--- config.mk ---
export PLATFORM = sky130hd
export DESIGN_NAME = pwr_mode_ctrl
export DESIGN_NICKNAME = d
export VERILOG_FILES = /design/src/rtl/pmc_pkg.sv /design/src/rtl/pmc_datapath.sv /design/src/rtl/pmc_control.sv /design/src/rtl/pwr_mode_ctrl.sv
export SDC_FILE = /design/constraint.sdc
export NUM_CORES = 1
export LEC_CHECK = 0
export ABC_AREA = 0
export BUFFER_PORTS_ARGS = -buffer_cell sky130_fd_sc_hd__clkbuf_2
export CAP_MARGIN = 20
export CORE_ASPECT_RATIO = 1.1
export CORE_MARGIN = 4
export CORE_UTILIZATION = 55
export CTS_BUF_LIST = sky130_fd_sc_hd__clkbuf_2 sky130_fd_sc_hd__clkbuf_4 sky130_fd_sc_hd__clkbuf_8
export DETAILED_ROUTE_END_ITERATION = 12
export GPL_ROUTABILITY_DRIVEN = 0
export HOLD_SLACK_MARGIN = 0.03
export PLACE_DENSITY = 0.89
export SLEW_MARGIN = 20
export SYNTH_ARGS = -nofsm -noshare
export SYNTH_HDL_FRONTEND = slang
export SYNTH_SLANG_ARGS = --single-unit
--- constraint.sdc ---
create_clock -name clk -period 4.3 [get_ports clk]
set_input_delay 0.215 -clock clk [delete_from_list [all_inputs] [get_ports clk]]
set_output_delay 0.215 -clock clk [all_outputs]
set_load 0.02 [all_outputs]
--- src/rtl/pmc_pkg.sv ---
package pmc_pkg;

  typedef enum logic [1:0] {
    MODE_FULL  = 2'd0,
    MODE_NAP   = 2'd1,
    MODE_SLEEP = 2'd2,
    MODE_SUSP  = 2'd3
  } pmode_t;

  typedef enum logic [2:0] {
    ST_FULL,
    ST_NAP,
    ST_SERVE,
    ST_SLEEP,
    ST_LOCK,
    ST_SUSP
  } pstate_t;

  // strobes from control to datapath
  typedef struct packed {
    logic setPend;
    logic clrPend;
    logic loadCnt;
    logic decCnt;
  } dpStrobe_t;

endpackage

--- src/rtl/pmc_datapath.sv ---
module pmc_datapath
  import pmc_pkg::*;
#(
  parameter int CNT_W = 8
) (
  input  logic             clk,
  input  logic             rstN,
  input  dpStrobe_t        strb,
  input  logic [1:0]       reqMode,
  input  logic [CNT_W-1:0] lockWait,
  input  logic             inSusp,
  input  logic             selfRefreshSel,
  input  logic             rtcTick,
  output logic             pendValid,
  output pmode_t           pendMode,
  output logic             cntZero,
  output logic             refreshSel,
  output logic             rtcRefresh
);

  logic [CNT_W-1:0] lockCnt;

  // pending low-power request; clear wins over set
  always_ff @(posedge clk or negedge rstN) begin
    if (!rstN) begin
      pendValid <= 1'b0;
      pendMode  <= MODE_FULL;
    end else if (strb.clrPend) begin
      pendValid <= 1'b0;
    end else if (strb.setPend) begin
      pendValid <= 1'b1;
      pendMode  <= pmode_t'(reqMode);
    end
  end

  // clock-lock wait counter
  always_ff @(posedge clk or negedge rstN) begin
    if (!rstN) begin
      lockCnt <= '0;
    end else if (strb.loadCnt) begin
      lockCnt <= lockWait;
    end else if (strb.decCnt) begin
      lockCnt <= lockCnt - 1'b1;
    end
  end

  assign cntZero = (lockCnt == '0);

  // refresh source while suspended
  assign refreshSel = inSusp && !selfRefreshSel;
  assign rtcRefresh = refreshSel && rtcTick;

endmodule

--- src/rtl/pmc_control.sv ---
module pmc_control
  import pmc_pkg::*;
(
  input  logic       clk,
  input  logic       rstN,
  input  logic       hardRst,
  input  logic       suspendPin,
  input  logic       reqValid,
  input  logic [1:0] reqMode,
  input  logic       busIdle,
  input  logic       pciMemHit,
  input  logic       cpuBusReq,
  input  logic       refreshCfgEn,
  input  logic       pendValid,
  input  pmode_t     pendMode,
  input  logic       cntZero,
  output dpStrobe_t  strb,
  output logic       inSusp,
  output logic       enDecode,
  output logic       enRefresh,
  output logic       enBusMon,
  output logic       enOther,
  output logic       outTriState,
  output logic       accessGrant,
  output pmode_t     mode
);

  pstate_t state, stateNxt;
  logic    retNap, retNapNxt;
  logic    reqOk;

  assign reqOk = reqValid && (reqMode == MODE_NAP || reqMode == MODE_SLEEP);

  always_comb begin
    stateNxt  = state;
    retNapNxt = retNap;
    strb      = '0;
    if (suspendPin) begin
      stateNxt     = ST_SUSP;
      strb.clrPend = 1'b1;
    end else if (state == ST_SUSP) begin
      stateNxt     = ST_LOCK;
      strb.loadCnt = 1'b1;
    end else if (hardRst) begin
      stateNxt     = ST_FULL;
      strb.clrPend = 1'b1;
    end else begin
      unique case (state)
        ST_FULL: begin
          if (pendValid && busIdle) begin
            stateNxt     = (pendMode == MODE_SLEEP) ? ST_SLEEP : ST_NAP;
            strb.clrPend = 1'b1;
          end else if (reqOk) begin
            strb.setPend = 1'b1;
          end
        end
        ST_NAP: begin
          if (cpuBusReq) begin
            stateNxt  = ST_SERVE;
            retNapNxt = 1'b0;
          end else if (pciMemHit) begin
            stateNxt  = ST_SERVE;
            retNapNxt = 1'b1;
          end
        end
        ST_SERVE: stateNxt = retNap ? ST_NAP : ST_FULL;
        ST_SLEEP: begin
          if (cpuBusReq) begin
            stateNxt     = ST_LOCK;
            strb.loadCnt = 1'b1;
          end
        end
        ST_LOCK: begin
          if (cntZero) begin
            stateNxt  = ST_SERVE;
            retNapNxt = 1'b0;
          end else begin
            strb.decCnt = 1'b1;
          end
        end
        default: stateNxt = ST_FULL;
      endcase
    end
  end

  always_ff @(posedge clk or negedge rstN) begin
    if (!rstN) begin
      state  <= ST_FULL;
      retNap <= 1'b0;
    end else begin
      state  <= stateNxt;
      retNap <= retNapNxt;
    end
  end

  // per-state unit enables and status
  always_comb begin
    enDecode    = 1'b0;
    enRefresh   = 1'b0;
    enBusMon    = 1'b0;
    enOther     = 1'b0;
    outTriState = 1'b0;
    accessGrant = 1'b0;
    mode        = MODE_FULL;
    unique case (state)
      ST_FULL, ST_SERVE: begin
        enDecode    = 1'b1;
        enRefresh   = 1'b1;
        enBusMon    = 1'b1;
        enOther     = 1'b1;
        accessGrant = (state == ST_SERVE);
      end
      ST_NAP: begin
        enDecode  = 1'b1;
        enRefresh = 1'b1;
        enBusMon  = 1'b1;
        mode      = MODE_NAP;
      end
      ST_SLEEP: begin
        enRefresh = refreshCfgEn;
        mode      = MODE_SLEEP;
      end
      ST_LOCK: enRefresh = 1'b1;
      ST_SUSP: begin
        outTriState = 1'b1;
        mode        = MODE_SUSP;
      end
      default: ;
    endcase
  end

  assign inSusp = (state == ST_SUSP);

endmodule

--- src/rtl/pwr_mode_ctrl.sv ---
module pwr_mode_ctrl
  import pmc_pkg::*;
#(
  parameter int CNT_W = 8
) (
  input  logic             clk,
  input  logic             rstN,
  input  logic             hardRst,
  input  logic             suspendPin,
  input  logic             reqValid,
  input  logic [1:0]       reqMode,
  input  logic             busIdle,
  input  logic             pciMemHit,
  input  logic             cpuBusReq,
  input  logic             refreshCfgEn,
  input  logic             selfRefreshSel,
  input  logic             rtcTick,
  input  logic [CNT_W-1:0] lockWait,
  output logic             enDecode,
  output logic             enRefresh,
  output logic             enBusMon,
  output logic             enOther,
  output logic             refreshSel,
  output logic             rtcRefresh,
  output logic             outTriState,
  output logic             accessGrant,
  output logic [1:0]       mode
);

  dpStrobe_t strb;
  logic      pendValid, cntZero, inSusp;
  pmode_t    pendMode, modeInt;

  pmc_control u_ctrl (
    .clk(clk), .rstN(rstN), .hardRst(hardRst), .suspendPin(suspendPin),
    .reqValid(reqValid), .reqMode(reqMode), .busIdle(busIdle),
    .pciMemHit(pciMemHit), .cpuBusReq(cpuBusReq), .refreshCfgEn(refreshCfgEn),
    .pendValid(pendValid), .pendMode(pendMode), .cntZero(cntZero),
    .strb(strb), .inSusp(inSusp), .enDecode(enDecode), .enRefresh(enRefresh),
    .enBusMon(enBusMon), .enOther(enOther), .outTriState(outTriState),
    .accessGrant(accessGrant), .mode(modeInt)
  );

  pmc_datapath #(.CNT_W(CNT_W)) u_dp (
    .clk(clk), .rstN(rstN), .strb(strb), .reqMode(reqMode),
    .lockWait(lockWait), .inSusp(inSusp), .selfRefreshSel(selfRefreshSel),
    .rtcTick(rtcTick), .pendValid(pendValid), .pendMode(pendMode),
    .cntZero(cntZero), .refreshSel(refreshSel), .rtcRefresh(rtcRefresh)
  );

  assign mode = modeInt;

endmodule

==> flow_metrics.py <==
metrics = {
    "run_status": {
        "status": "completed",
    },
    "floorplan": {
        "ioPinCount": 31,
        "dieArea_um2": 2690,
        "initial_core_util": 0.587,
        "die_w_um": 49.8,
        "core-area_um2": 1800,
        "die_h_um": 54.0,
        "rows": 16,
    },
    "critical_path": {
        "cp-start-kind": "flip-flop",
        "path_max_fanout": 19,
        "r2r_slack_ns": 1.93,
        "arrival_ns": 2.49,
        "cpPeakStageDelay_ns": 0.59,
        "endpoint_kind": "flip-flop",
        "cpLargestDelayFamily": "simple AND/OR/NAND/NOR gates",
        "crit_slowest_cell": "or3b_2",
        "criticalPathCategory": "flip-flop to flip-flop",
        "required_ns": 4.42,
        "path_buf_inv": 0,
        "worstPathCellList": "or3b_2 > or4_1 > o41ai_1 > a31oi_1",
    },
    "logic_synthesis": {
        "yosysTopAreaCell": "dfrtp_1",
        "seq_area_frac_synth": 0.355,
        "avgSynthCellArea_um2": 8.53,
        "async_flop_share": 1.00,
        "netlist_top_cells_count": "nor2_1 (16), dfrtp_1 (15), o21ai_0 (9)",
        "yosys_warnings": 0,
        "synth-edff-count": 0,
        "ys_ff_latch": 15,
        "synth.distinct_cells": 44,
        "syn_nets": 147,
        "synth.most_common_cell": "nor2_1",
        "synth_area_um2": 1060,
        "yosysTopAreaCellShare": 0.355,
        "synthTopCellsByArea": "dfrtp_1 (36%), nor2_1 (5.7%), o21ai_0 (4.3%)",
        "synthFlopType": "dfrtp_1",
        "postSynthCellCount": 124,
    },
    "job": {
        "maxCapViolCount": 0,
    },
    "clock_network": {
        "clkTransAtPathRegs_ns": 0.09,
        "htreeDepth": 1,
        "numCtsBuffers": 3,
        "cts_buffer_depth": 2,
        "cts_setup_buffers": 0,
        "clock-sinks": 15,
        "cts_tree": "done",
        "ctsResizeCount": 0,
        "clk_latency_ns": 0.29,
        "hold_buffers": 1,
        "clk_root_buffer_cell": "clkbuf_4",
    },
    "power_and_ir_drop": {
        "leakagePower_nw": 0.570,
        "finalPower_w": 0.000424,
        "cellPowerDensity_nw_per_um2": 344,
        "ir_drop_mv": 0.194,
    },
    "route": {
        "drtIter0Drc": 57,
        "wl_per_cell_um": 15.3,
        "routed-via-count": 1071,
        "routed_wl_um": 2590,
        "ant_nets": 0,
        "drc_errors": 0,
        "drtPass1Iterations": 4,
        "via_per_inst": 6.30,
    },
    "timing": {
        "hold_viol_final": 0,
        "max_freq_ghz": 0.422,
        "slew_headroom": 0.358,
        "final.setup.tns_ns": 0,
        "period_needed_ns": 2.37,
        "setup_viol": 0,
        "rsz0062_at_grt": "false",
        "clock_skew_ns": 0.000499,
        "tightest_slew_ns": 0.956,
        "period_share": 0.551,
        "timing.hold.ws_ns": 0.148,
        "slew_viol_final": 0,
    },
    "layout": {
        "finalNonFillerCells": 170,
        "area_growth_syn_to_layout_pct": 16.6,
        "layout.nets": 176,
        "final_core_util": 0.684,
        "antennaDiodeCount": 0,
        "layout-drive-gt1-share": 0.276,
    },
    "grt": {
        "grt_start_max_net_pins": 20,
        "grt_pass1_wl_um": 4460,
        "antenna_found_initial": 0,
        "grt.overflow.total": 0,
        "grt_pass1_vias": 1026,
        "grt_use_total": 0.218,
    },
    "placement": {
        "port_buffers": 30,
        "hpwlAfterDp_um": 1970,
        "dp_cells": 165,
    },
    "min_path": {
        "hp-class": "input pin to flip-flop",
    },
}
cell usage in the layout (no fill, tap or decap), types with 2 or more instances in the layout:
| cell type | instances |
|---|---|
| mux2_2 | 4 |
| a21oi_1 | 3 |
| dfrtp_1 | 15 |
| nand2b_1 | 4 |
| nor2_1 | 16 |
| xnor2_1 | 2 |
| ha_1 | 2 |
| nor4_1 | 3 |
| inv_1 | 6 |
| clkbuf_2 | 30 |
| or3_1 | 2 |
| o21ai_0 | 9 |
| or4_1 | 4 |
| a31oi_1 | 6 |
| nand2_1 | 6 |
| nor2b_1 | 4 |
| nand4_1 | 2 |
| a21o_1 | 2 |
| nor3_1 | 2 |
| a211o_1 | 3 |
| clkbuf_4 | 4 |
path summary, 6_finish.rpt:
path,start,endpoint,cells after the start
max,u_ctrl.state[0],u_dp.lockCnt[6],4
min,lockWait[1],u_dp.lockCnt[1],2
max reg2reg,u_ctrl.state[0],u_dp.lockCnt[6],4
min reg2reg,u_ctrl.retNap,u_ctrl.retNap,1
max in group asynchronous,rstN,u_ctrl.retNap,2
min in group asynchronous,rstN,u_dp.lockCnt[5],2
sequential cells by signal, indices dropped and copies added, names as in the netlist:
name,flops
u_dp.lockCnt,8
u_ctrl.state,3
u_dp.pendMode,2
u_ctrl.retNap,1
u_dp.pendValid,1
power by group:
group          internal, W  switching, W  total [W]
Clock            0.0000424     0.0000479  0.0000903
Combinational    0.0000591     0.0000699   0.000129
Sequential        0.000169     0.0000353   0.000204
metrics by stage:
stage | instance area, um2 | worst slack [ns]
5_1_grt | 1230 | 1.88
6_report | 1230 | 1.93
4_1_cts | 1230 | 2.01
3_5_place_dp | 1190 | 2.02
3_3_place_gp | 1190 | 2.20
2_1_floorplan | 1060 | 2.36
area by class of cell:
cell class	count	area, um2
Clock buffer	4	30.0
Fill cell	148	569
Inverter	6	22.5
Multi-Input combinational cell	96	622
Sequential cell	15	375
Tap cell	18	22.5
Timing Repair Buffer	31	160
cells by family (layout without fill, tap and decap cells):
| logic type | count (synthesis) | after routing | synth area share |
|---|---|---|---|
| and+or+nand+nor | 50 | 50 | 0.257 |
| AOI/OAI and AO/OA | 37 | 37 | 0.239 |
| DFF | 15 | 15 | 0.355 |
| buffers and inverters | 13 | 41 | 0.0568 |
| muxes | 5 | 5 | 0.0521 |
| adders and majority gates | 2 | 2 | 0.0237 |
| xor gates and xnor gates | 2 | 2 | 0.0166 |
routing by layer:
layer  track usage  vias up  share of wire
met2         0.370       50           0.51
met1         0.269      504           0.41
met3        0.0388        6          0.064
met5             0        -              0
li1              -      511              -
met4         0.106        0          0.015
Power figures use the tool's default switching activity.
